`config.mk`:
```
export PLATFORM = sky130hd
export DESIGN_NAME = polar_sc_pe
export DESIGN_NICKNAME = d
export VERILOG_FILES = /design/src/rtl/polar_pe_pkg.sv /design/src/rtl/polar_pe_sm2tc.sv /design/src/rtl/polar_pe_tc2sm.sv /design/src/rtl/polar_pe_fmin.sv /design/src/rtl/polar_sc_pe.sv
export SDC_FILE = /design/constraint.sdc
export NUM_CORES = 1
export LEC_CHECK = 0
export ABC_AREA = 1
export BUFFER_PORTS_ARGS = -buffer_cell sky130_fd_sc_hd__buf_4
export CORE_ASPECT_RATIO = 1.1
export CORE_UTILIZATION = 38
export DETAILED_ROUTE_END_ITERATION = 6
export PLACE_DENSITY = 0.55
export SETUP_SLACK_MARGIN = 0.15
export SYNTH_ARGS = -nofsm -noshare
export SYNTH_HDL_FRONTEND = slang
export SYNTH_SLANG_ARGS = --single-unit
export TNS_END_PERCENT = 100
```
`constraint.sdc`:
```
create_clock -name clk -period 4.2 [get_ports clk]
set_clock_uncertainty 0.1 [all_clocks]
set_input_delay 1.05 -clock clk [delete_from_list [all_inputs] [get_ports clk]]
set_output_delay 1.05 -clock clk [all_outputs]
set_load 0.005 [all_outputs]
```
`src/rtl/polar_pe_pkg.sv`:
```
package polar_pe_pkg;
  localparam int PE_MAG_W_DEF = 5;

  typedef enum logic {
    PE_SEL_F = 1'b0,
    PE_SEL_G = 1'b1
  } pe_sel_e;

  function automatic int pe_mag_max(input int mag_w);
    return (1 << mag_w) - 1;
  endfunction
endpackage

```
`src/rtl/polar_pe_sm2tc.sv`:
```
module polar_pe_sm2tc #(
  parameter int MAG_W = polar_pe_pkg::PE_MAG_W_DEF
) (
  input  logic [MAG_W:0]          sm_i,
  output logic signed [MAG_W+1:0] tc_o
);
  logic signed [MAG_W+1:0] mag_ext;

  assign mag_ext = $signed({2'b00, sm_i[MAG_W-1:0]});
  // negative zero maps to 0 because -0 == 0 in two's complement
  assign tc_o    = sm_i[MAG_W] ? -mag_ext : mag_ext;
endmodule

```
`src/rtl/polar_pe_tc2sm.sv`:
```
module polar_pe_tc2sm #(
  parameter int MAG_W = polar_pe_pkg::PE_MAG_W_DEF
) (
  input  logic signed [MAG_W+1:0] tc_i,
  output logic [MAG_W:0]          sm_o
);
  localparam int TC_W = MAG_W + 2;
  localparam logic signed [TC_W-1:0] POS_LIM = TC_W'(polar_pe_pkg::pe_mag_max(MAG_W));
  localparam logic signed [TC_W-1:0] NEG_LIM = -POS_LIM;

  logic signed [TC_W-1:0] abs_v;

  always_comb begin
    abs_v = (tc_i < 0) ? -tc_i : tc_i;
    if (tc_i > POS_LIM) begin
      sm_o = {1'b0, POS_LIM[MAG_W-1:0]};
    end else if (tc_i < NEG_LIM) begin
      sm_o = {1'b1, POS_LIM[MAG_W-1:0]};
    end else begin
      sm_o = {(tc_i < 0), abs_v[MAG_W-1:0]};
    end
  end

  // an in-range value is carried through exactly, zero is positive
  always_comb begin
    if (tc_i <= POS_LIM && tc_i >= NEG_LIM) begin
      a_inrange_exact_r4: assert (
        (sm_o[MAG_W] ? -$signed({2'b00, sm_o[MAG_W-1:0]})
                     :  $signed({2'b00, sm_o[MAG_W-1:0]})) == tc_i);
    end
    a_zero_positive_r6: assert (!(sm_o[MAG_W] && sm_o[MAG_W-1:0] == '0));
  end
endmodule

```
`src/rtl/polar_pe_fmin.sv`:
```
module polar_pe_fmin #(
  parameter int MAG_W = polar_pe_pkg::PE_MAG_W_DEF
) (
  input  logic [MAG_W:0] a_i,
  input  logic [MAG_W:0] b_i,
  output logic [MAG_W:0] f_o
);
  logic [MAG_W-1:0] mag_a, mag_b, mag_min;
  logic             sgn;

  always_comb begin
    mag_a   = a_i[MAG_W-1:0];
    mag_b   = b_i[MAG_W-1:0];
    mag_min = (mag_a < mag_b) ? mag_a : mag_b;
    sgn     = (a_i[MAG_W] ^ b_i[MAG_W]) && (mag_min != '0);
    f_o     = {sgn, mag_min};
  end

  // result magnitude never exceeds either input magnitude
  always_comb begin
    a_f_min_r2: assert (f_o[MAG_W-1:0] <= mag_a && f_o[MAG_W-1:0] <= mag_b);
  end
endmodule

```
`src/rtl/polar_sc_pe.sv`:
```
module polar_sc_pe #(
  parameter int MAG_W = polar_pe_pkg::PE_MAG_W_DEF
) (
  input  logic           clk,
  input  logic           rst,
  input  logic           in_vld,
  input  logic           sel_g,
  input  logic           psum,
  input  logic [MAG_W:0] llr_a,
  input  logic [MAG_W:0] llr_b,
  output logic           out_vld,
  output logic [MAG_W:0] out_llr
);
  import polar_pe_pkg::*;

  localparam int SM_W = MAG_W + 1;
  localparam int TC_W = MAG_W + 2;
  localparam int N_IN = 2;

  logic [SM_W-1:0]        in_sm [N_IN];
  logic signed [TC_W-1:0] in_tc [N_IN];
  logic signed [TC_W-1:0] g_sum, g_dif, g_tc;
  logic [SM_W-1:0]        g_sm, f_sm, nxt_llr;
  pe_sel_e                sel;

  assign in_sm[0] = llr_a;
  assign in_sm[1] = llr_b;
  assign sel      = pe_sel_e'(sel_g);

  for (genvar gi = 0; gi < N_IN; gi++) begin : g_conv_in
    polar_pe_sm2tc #(.MAG_W(MAG_W)) u_sm2tc (
      .sm_i (in_sm[gi]),
      .tc_o (in_tc[gi])
    );
  end

  // g path: adder and subtractor both run, partial sum picks one
  assign g_sum = in_tc[1] + in_tc[0];
  assign g_dif = in_tc[1] - in_tc[0];
  assign g_tc  = psum ? g_dif : g_sum;

  polar_pe_tc2sm #(.MAG_W(MAG_W)) u_tc2sm (
    .tc_i (g_tc),
    .sm_o (g_sm)
  );

  polar_pe_fmin #(.MAG_W(MAG_W)) u_fmin (
    .a_i (llr_a),
    .b_i (llr_b),
    .f_o (f_sm)
  );

  assign nxt_llr = (sel == PE_SEL_G) ? g_sm : f_sm;

  always_ff @(posedge clk) begin
    if (rst) begin
      out_vld <= 1'b0;
      out_llr <= '0;
    end else begin
      out_vld <= in_vld;
      if (in_vld) begin
        out_llr <= nxt_llr;
      end
    end
  end

  p_vld_rise_r7: assert property (@(posedge clk) disable iff (rst)
    in_vld |=> out_vld);
  p_vld_fall_r7: assert property (@(posedge clk) disable iff (rst)
    !in_vld |=> !out_vld);
  p_hold_r8: assert property (@(posedge clk) disable iff (rst)
    !in_vld |=> $stable(out_llr));
  p_pos_zero_r6: assert property (@(posedge clk) disable iff (rst)
    !(out_llr[MAG_W] && out_llr[MAG_W-1:0] == '0));
  p_f_sign_r2: assert property (@(posedge clk) disable iff (rst)
    (in_vld && !sel_g && llr_a[MAG_W-1:0] != '0 && llr_b[MAG_W-1:0] != '0)
      |=> (out_llr[MAG_W] == ($past(llr_a[MAG_W]) ^ $past(llr_b[MAG_W]))));
endmodule

```
======== After elaboration in Yosys (flattened, before gate mapping) ========
Cells that the tools add are included.
cells by class
  $lt $le $gt $ge ......................... 4
  div/mod/pow operators ................... 0
  multiplexer cells ....................... 8
  bitwise operators ....................... 1
  reduce and logical (&&, ||, !) cells .... 2
  shift operators ......................... 0
  $mul .................................... 0
  add/subtract/negate cells ............... 5
  equality and inequality tests ........... 0
operator list
  kind                  count
  $mux W7               3
  $mux W6               3
  $neg A5 Y7            2
  $mux W5               2
  $add A7 B7 Y7         1
  $gt A7 B6 Y1 const B  1
  $lt A7 B1 Y1 const B  1
  $lt A7 B6 Y1 const B  1
  $sub A7 B7 Y7         1
  $lt A5 B5 Y1          1
  $neg A5 Y5            1
  $reduce_bool A5 Y1    1
  $logic_and A1 B1 Y1   1
  $xor A1 B1 Y1         1
word-level totals
  memories ................................ 0
  memory bits (writable) .................. 0
  register bits after elaboration ......... 7
  bits in read-only memories .............. 0
  word-level logic and storage cells ...... 22
  latch bits .............................. 0
  input port bits ......................... 17

======== Depth between registers and ports, before layout ========
  word-level depth ........................ 9
  depth in mapped cells ................... 26
  depth with buffers taken out ............ 26

======== Hierarchy ========
A second synthesis with hierarchy kept.
second synthesis, totals
  cell total of the unflattened synthesis .. 260
  area, all modules ....................... 1458.9 µm²
modules (own cells, without submodules)
  module          area each (µm²)  cells an instance  instances  sequential area each (µm²)
  polar_sc_pe     719.4            115                1          140.1
  polar_pe_sm2tc  131.4            27                 2          0.0
  polar_pe_fmin   261.5            48                 1          0.0
  polar_pe_tc2sm  215.2            43                 1          0.0

======== Worst setup path after synthesis ========
OpenSTA, ideal clock, no wires.
  path type ............................... input to register
  start point ............................. input port llr_a[0]
  end point ............................... register out_llr[0]
  buffers on the path ..................... 0
  path slack .............................. 419 ps
  data arrival time ....................... 3565 ps
  setup time .............................. 116 ps
  stages .................................. 23
  required time ........................... 3984 ps
  cell sequence ........................... inv_1 -> ha_1 -> inv_1 -> nand2_1 -> xor2_1 -> nand2_1 -> o31ai_1 -> xor2_1 -> inv_1 -> ha_1 -> a21oi_1 -> o21a_1 -> nand2_1 -> nand2_1 -> nand2_2 -> inv_1 -> nand3_4 -> nand2_4 -> nor2_4 -> nor2_4 -> nand2_1 -> nand2_1 -> a21oi_1
between the ends
  word-level cells in the longest chain between the ends .. 9
ends and longest elaborated chain
  what                                            line                                  source
  from (decl)                                     polar_sc_pe.sv:9                      input logic [MAG_W:0] llr_a,
  $neg A5 Y7                                      polar_pe_sm2tc.sv:11                  assign tc_o = sm_i[MAG_W] ? -mag_ext : mag_ext;
  $mux W7                                         polar_pe_sm2tc.sv:11
  $add A7 B7 Y7 or $sub A7 B7 Y7 (tied branches)  polar_sc_pe.sv:38, polar_sc_pe.sv:39
  $mux W7                                         polar_sc_pe.sv:40                     assign g_tc = psum ? g_dif : g_sum;
  $lt A7 B1 Y1 or $neg A5 Y5 (tied branches)      polar_pe_tc2sm.sv:14                  abs_v = (tc_i < 0) ? -tc_i : tc_i;
  $mux W5                                         polar_pe_tc2sm.sv:14
  $mux W6                                         polar_pe_tc2sm.sv:17                  end else if (tc_i < NEG_LIM) begin
  $mux W6                                         polar_pe_tc2sm.sv:15                  if (tc_i > POS_LIM) begin
  $mux W6 *                                       polar_sc_pe.sv:53                     assign nxt_llr = (sel == PE_SEL_G) ? g_sm : f_sm;
  to (signal assigned)                            polar_sc_pe.sv:62                     out_llr <= nxt_llr;
  to (decl)                                       polar_sc_pe.sv:12                     output logic [MAG_W:0] out_llr
Mark *: on every way between the ends. The rest lies on a longest branch, timed or not.
A chain may end at the register's enable or synchronous reset.

======== Worst setup path in the final report ========
  start point ............................. input port llr_a[0]
  end point ............................... register out_llr[4]
Same word-level chain as after synthesis.

==> impl_metrics.yaml <==
run_status:
  status: "completed"
finish:
  fillers: 404
  antenna_cells: 0
  layout-drive-gt1-share_pct: 23.6
  fin_nets: 284
  seq_area_um2: 140
  multi_input_area_um2: 1150
  layout_common_cells: "54 x nand2_1, 37 x inv_1, 25 x buf_4"
  area_growth_pct: 21.2
  layout_commonest_cell: "nand2_1"
logic_synthesis:
  syn_avg_cell_area_um2: 6.44
  yosysTopAreaCell: "nand2_1"
  synth_area_um2: 1430
  ys_warn_count: 0
  synth_area_leaders: "nand2_1 14%, ha_1 13%, inv_1 10%"
  syn_nets: 255
  syn_inst: 222
  ys_types: 32
  synth.top_cell.area_share_pct: 14.2
  ys_seq_area_share_pct: 9.81
  ys_ff_latch: 7
worst_setup_path:
  critPathTopFamily: "simple AND/OR/NAND/NOR gates"
  required_ps: 4210
  reg2reg_depth: 4
  crit_path_start_kind: "input pin"
  crit_type: "in2reg"
  path_max_fanout: 7
  crit_top_cell: "nand2_1"
  r2r-end: "out_llr[5]$_SDFFE_PP0P_"
  path_buf_inv: 5
  reg2reg_setup_slack_ps: 3490
  cpPeakStageDelay_ps: 310
  cp_num_cells: 24
  reg2reg_from: "out_llr[5]$_SDFFE_PP0P_"
  worstPathCellList: "buf_4 -> inv_1 -> ha_1 -> inv_1 -> nand2_1 -> xor2_2 -> nand2_1 -> o31ai_2 -> xor2_1 -> inv_1 -> ha_1 -> a21oi_1 -> o21a_1 -> nand2_1 -> nand2_1 -> nand2_2 -> inv_2 -> nand3_4 -> nand2_4 -> nor2_4 -> nor2_4 -> nand2_1 -> nand2_1 -> a21oi_1"
  endpoint_kind: "flip-flop"
  cp.arrival_ps: 3830
  crit_end: "out_llr[4]$_SDFFE_PP0P_"
  crit_start: "llr_a[0]"
  slowest_stage: "ha_1"
die:
  die_h_um: 66.3
  num_io_pins: 24
  core_um2: 3630
  dieArea_um2: 4010
  die_w_um: 60.5
  num_rows: 23
  start_util_pct: 39.4
clocking:
  cts_root_buf: "clkbuf_8"
  clk_pin_slew_ps: 40
  cts-buffers-inserted: 3
  cts-resized-gates: 0
  cts-hold-fix-buffers: 0
  htree_levels: 1
  post_cts_buffers: 0
  cts.sink_count: 7
  tritoncts: "done"
  clock_path_buffers: 2
  insertion_delay_ps: 220
detailed_routing:
  wirelength_um: 3320
  first_pass_iters: 4
  drc_errors: 0
  drtIter0Drc: 62
  dr_total_vias: 1434
  vias_per_cell: 4.78
  antenna_left: 0
  wl_per_cell_um: 11.1
power:
  ir_drop_v: 0.0000893
  leakagePower_uw: 0.000924
  power_density_nw_per_um2: 320
global_route:
  grt_pass1_wl_um: 5310
  grt_overflow: 0
  grt_antenna_before_repair: 0
  top_usage_layer: "met2"
  first_global_vias: 1272
  grt_use_met3_pct: 1.37
  grtUsageTotal_pct: 17.5
  globalRouteMet2Util_pct: 31.7
  grt_max_degree: 12
  grt_util_met1_pct: 21.7
timing:
  tns_ps: 0
  post-route-period-util_pct: 90.9
  worstMarginPinSlew_ps: 377
  rsz0062_at_grt: "no"
  worst_hold_slack_ps: 359
  drv_slew: 0
  setup_slack_ps: 383
  fmax_ghz: 0.262
  finalSetupViolCount: 0
  slew_headroom_pct: 74.6
  hold_viol: 0
  fin_crit_ps: 3820
placement:
  post-place-ws_ps: 27.0
  hpwl_um: 2880
  place.gp.congestion: 0.825
  port_buffers: 23
run:
  maxCapViolations: 0
hold_path:
  hp-class: "reg2reg"
worst min-delay path, stage by stage, from the launching register on:
cell	delay, ps
dfxtp_1	300
nand2_1	60
a21oi_1	50
stage by stage:
stage	area, um^2	cells	utilization, %	total power, uW
after floorplan	1430	222	-	365
after global placement	1670	296	46.2	464
after detailed placement	1670	296	46.2	463
after CTS	1720	300	47.4	559
after global routing	1730	300	47.8	610
final	1730	300	47.8	555
worst min path at each step:
stage / depth (start not counted) / start / end / slack (ps)
detailed placement: 2 / out_llr[1]$_SDFFE_PP0P_ / out_llr[1]$_SDFFE_PP0P_ / 350
global placement: 2 / out_llr[1]$_SDFFE_PP0P_ / out_llr[1]$_SDFFE_PP0P_ / 350
CTS: 2 / out_llr[1]$_SDFFE_PP0P_ / out_llr[1]$_SDFFE_PP0P_ / 360
floorplan: 2 / out_llr[0]$_SDFFE_PP0P_ / out_llr[0]$_SDFFE_PP0P_ / 350
finish: 2 / out_llr[1]$_SDFFE_PP0P_ / out_llr[1]$_SDFFE_PP0P_ / 360
global route: 2 / out_llr[1]$_SDFFE_PP0P_ / out_llr[1]$_SDFFE_PP0P_ / 370
power breakdown:
| part | total (uW) | internal (uW) | switching [uW] |
|---|---|---|---|
| Sequential | 78.8 | 75.0 | 3.81 |
| Clock | 93.9 | 65.6 | 28.3 |
| Combinational | 382 | 159 | 223 |
| Total | 555 | 299 | 255 |
synth_stat cells:
cell and instances:
a21oi_1 13, a21oi_2 1, a31oi_1 1, buf_2 1, dfxtp_1 7, fa_1 1, ha_1 15, inv_1 38
inv_2 2, nand2_1 54, nand2_2 8, nand2_4 4, nand3_1 13, nand3_2 3, nand3_4 2, nand3b_1 3
nand4_1 3, nor2_1 12, nor2_2 1, nor2_4 2, nor3_1 3, nor3_2 1, o211ai_1 2, o211ai_2 1
o21a_1 1, o21ai_0 12, o21ai_2 1, o31ai_1 1, xnor2_1 3, xor2_1 11, xor2_2 1, xor2_4 1
layout make-up:
type,count,area share [%]
clock buffers,4,2.60
well taps,50,3.61
multi-input cells,174,66.2
repair buffers,25,10.8
flip-flops and latches,7,8.09
inverters,40,8.67
logic make-up after synthesis:
group	after synthesis	synth area share, %
flip-flops	7	9.81
adder cells (fa/ha/maj)	16	14.5
AND/OR/NAND/NOR	109	39.8
XOR/XNOR	16	11.6
AO/OA/AOI/OAI	33	13.4
buffers and inverters	41	10.9
sequential cells by signal, indices dropped and copies added (netlist names):
name	flops
out_vld	1
out_llr	6
per-layer routing:
layer / routed length (um) / vias to the layer above / part of all wire, %
li1: - / 761 / -
met1: 1510 / 637 / 46
met2: 1670 / 32 / 50
met3: 107 / 4 / 3.2
met4: 27 / 0 / 0.81
met5: 0 / - / 0
No activity file was read; power rests on OpenSTA's default activity.
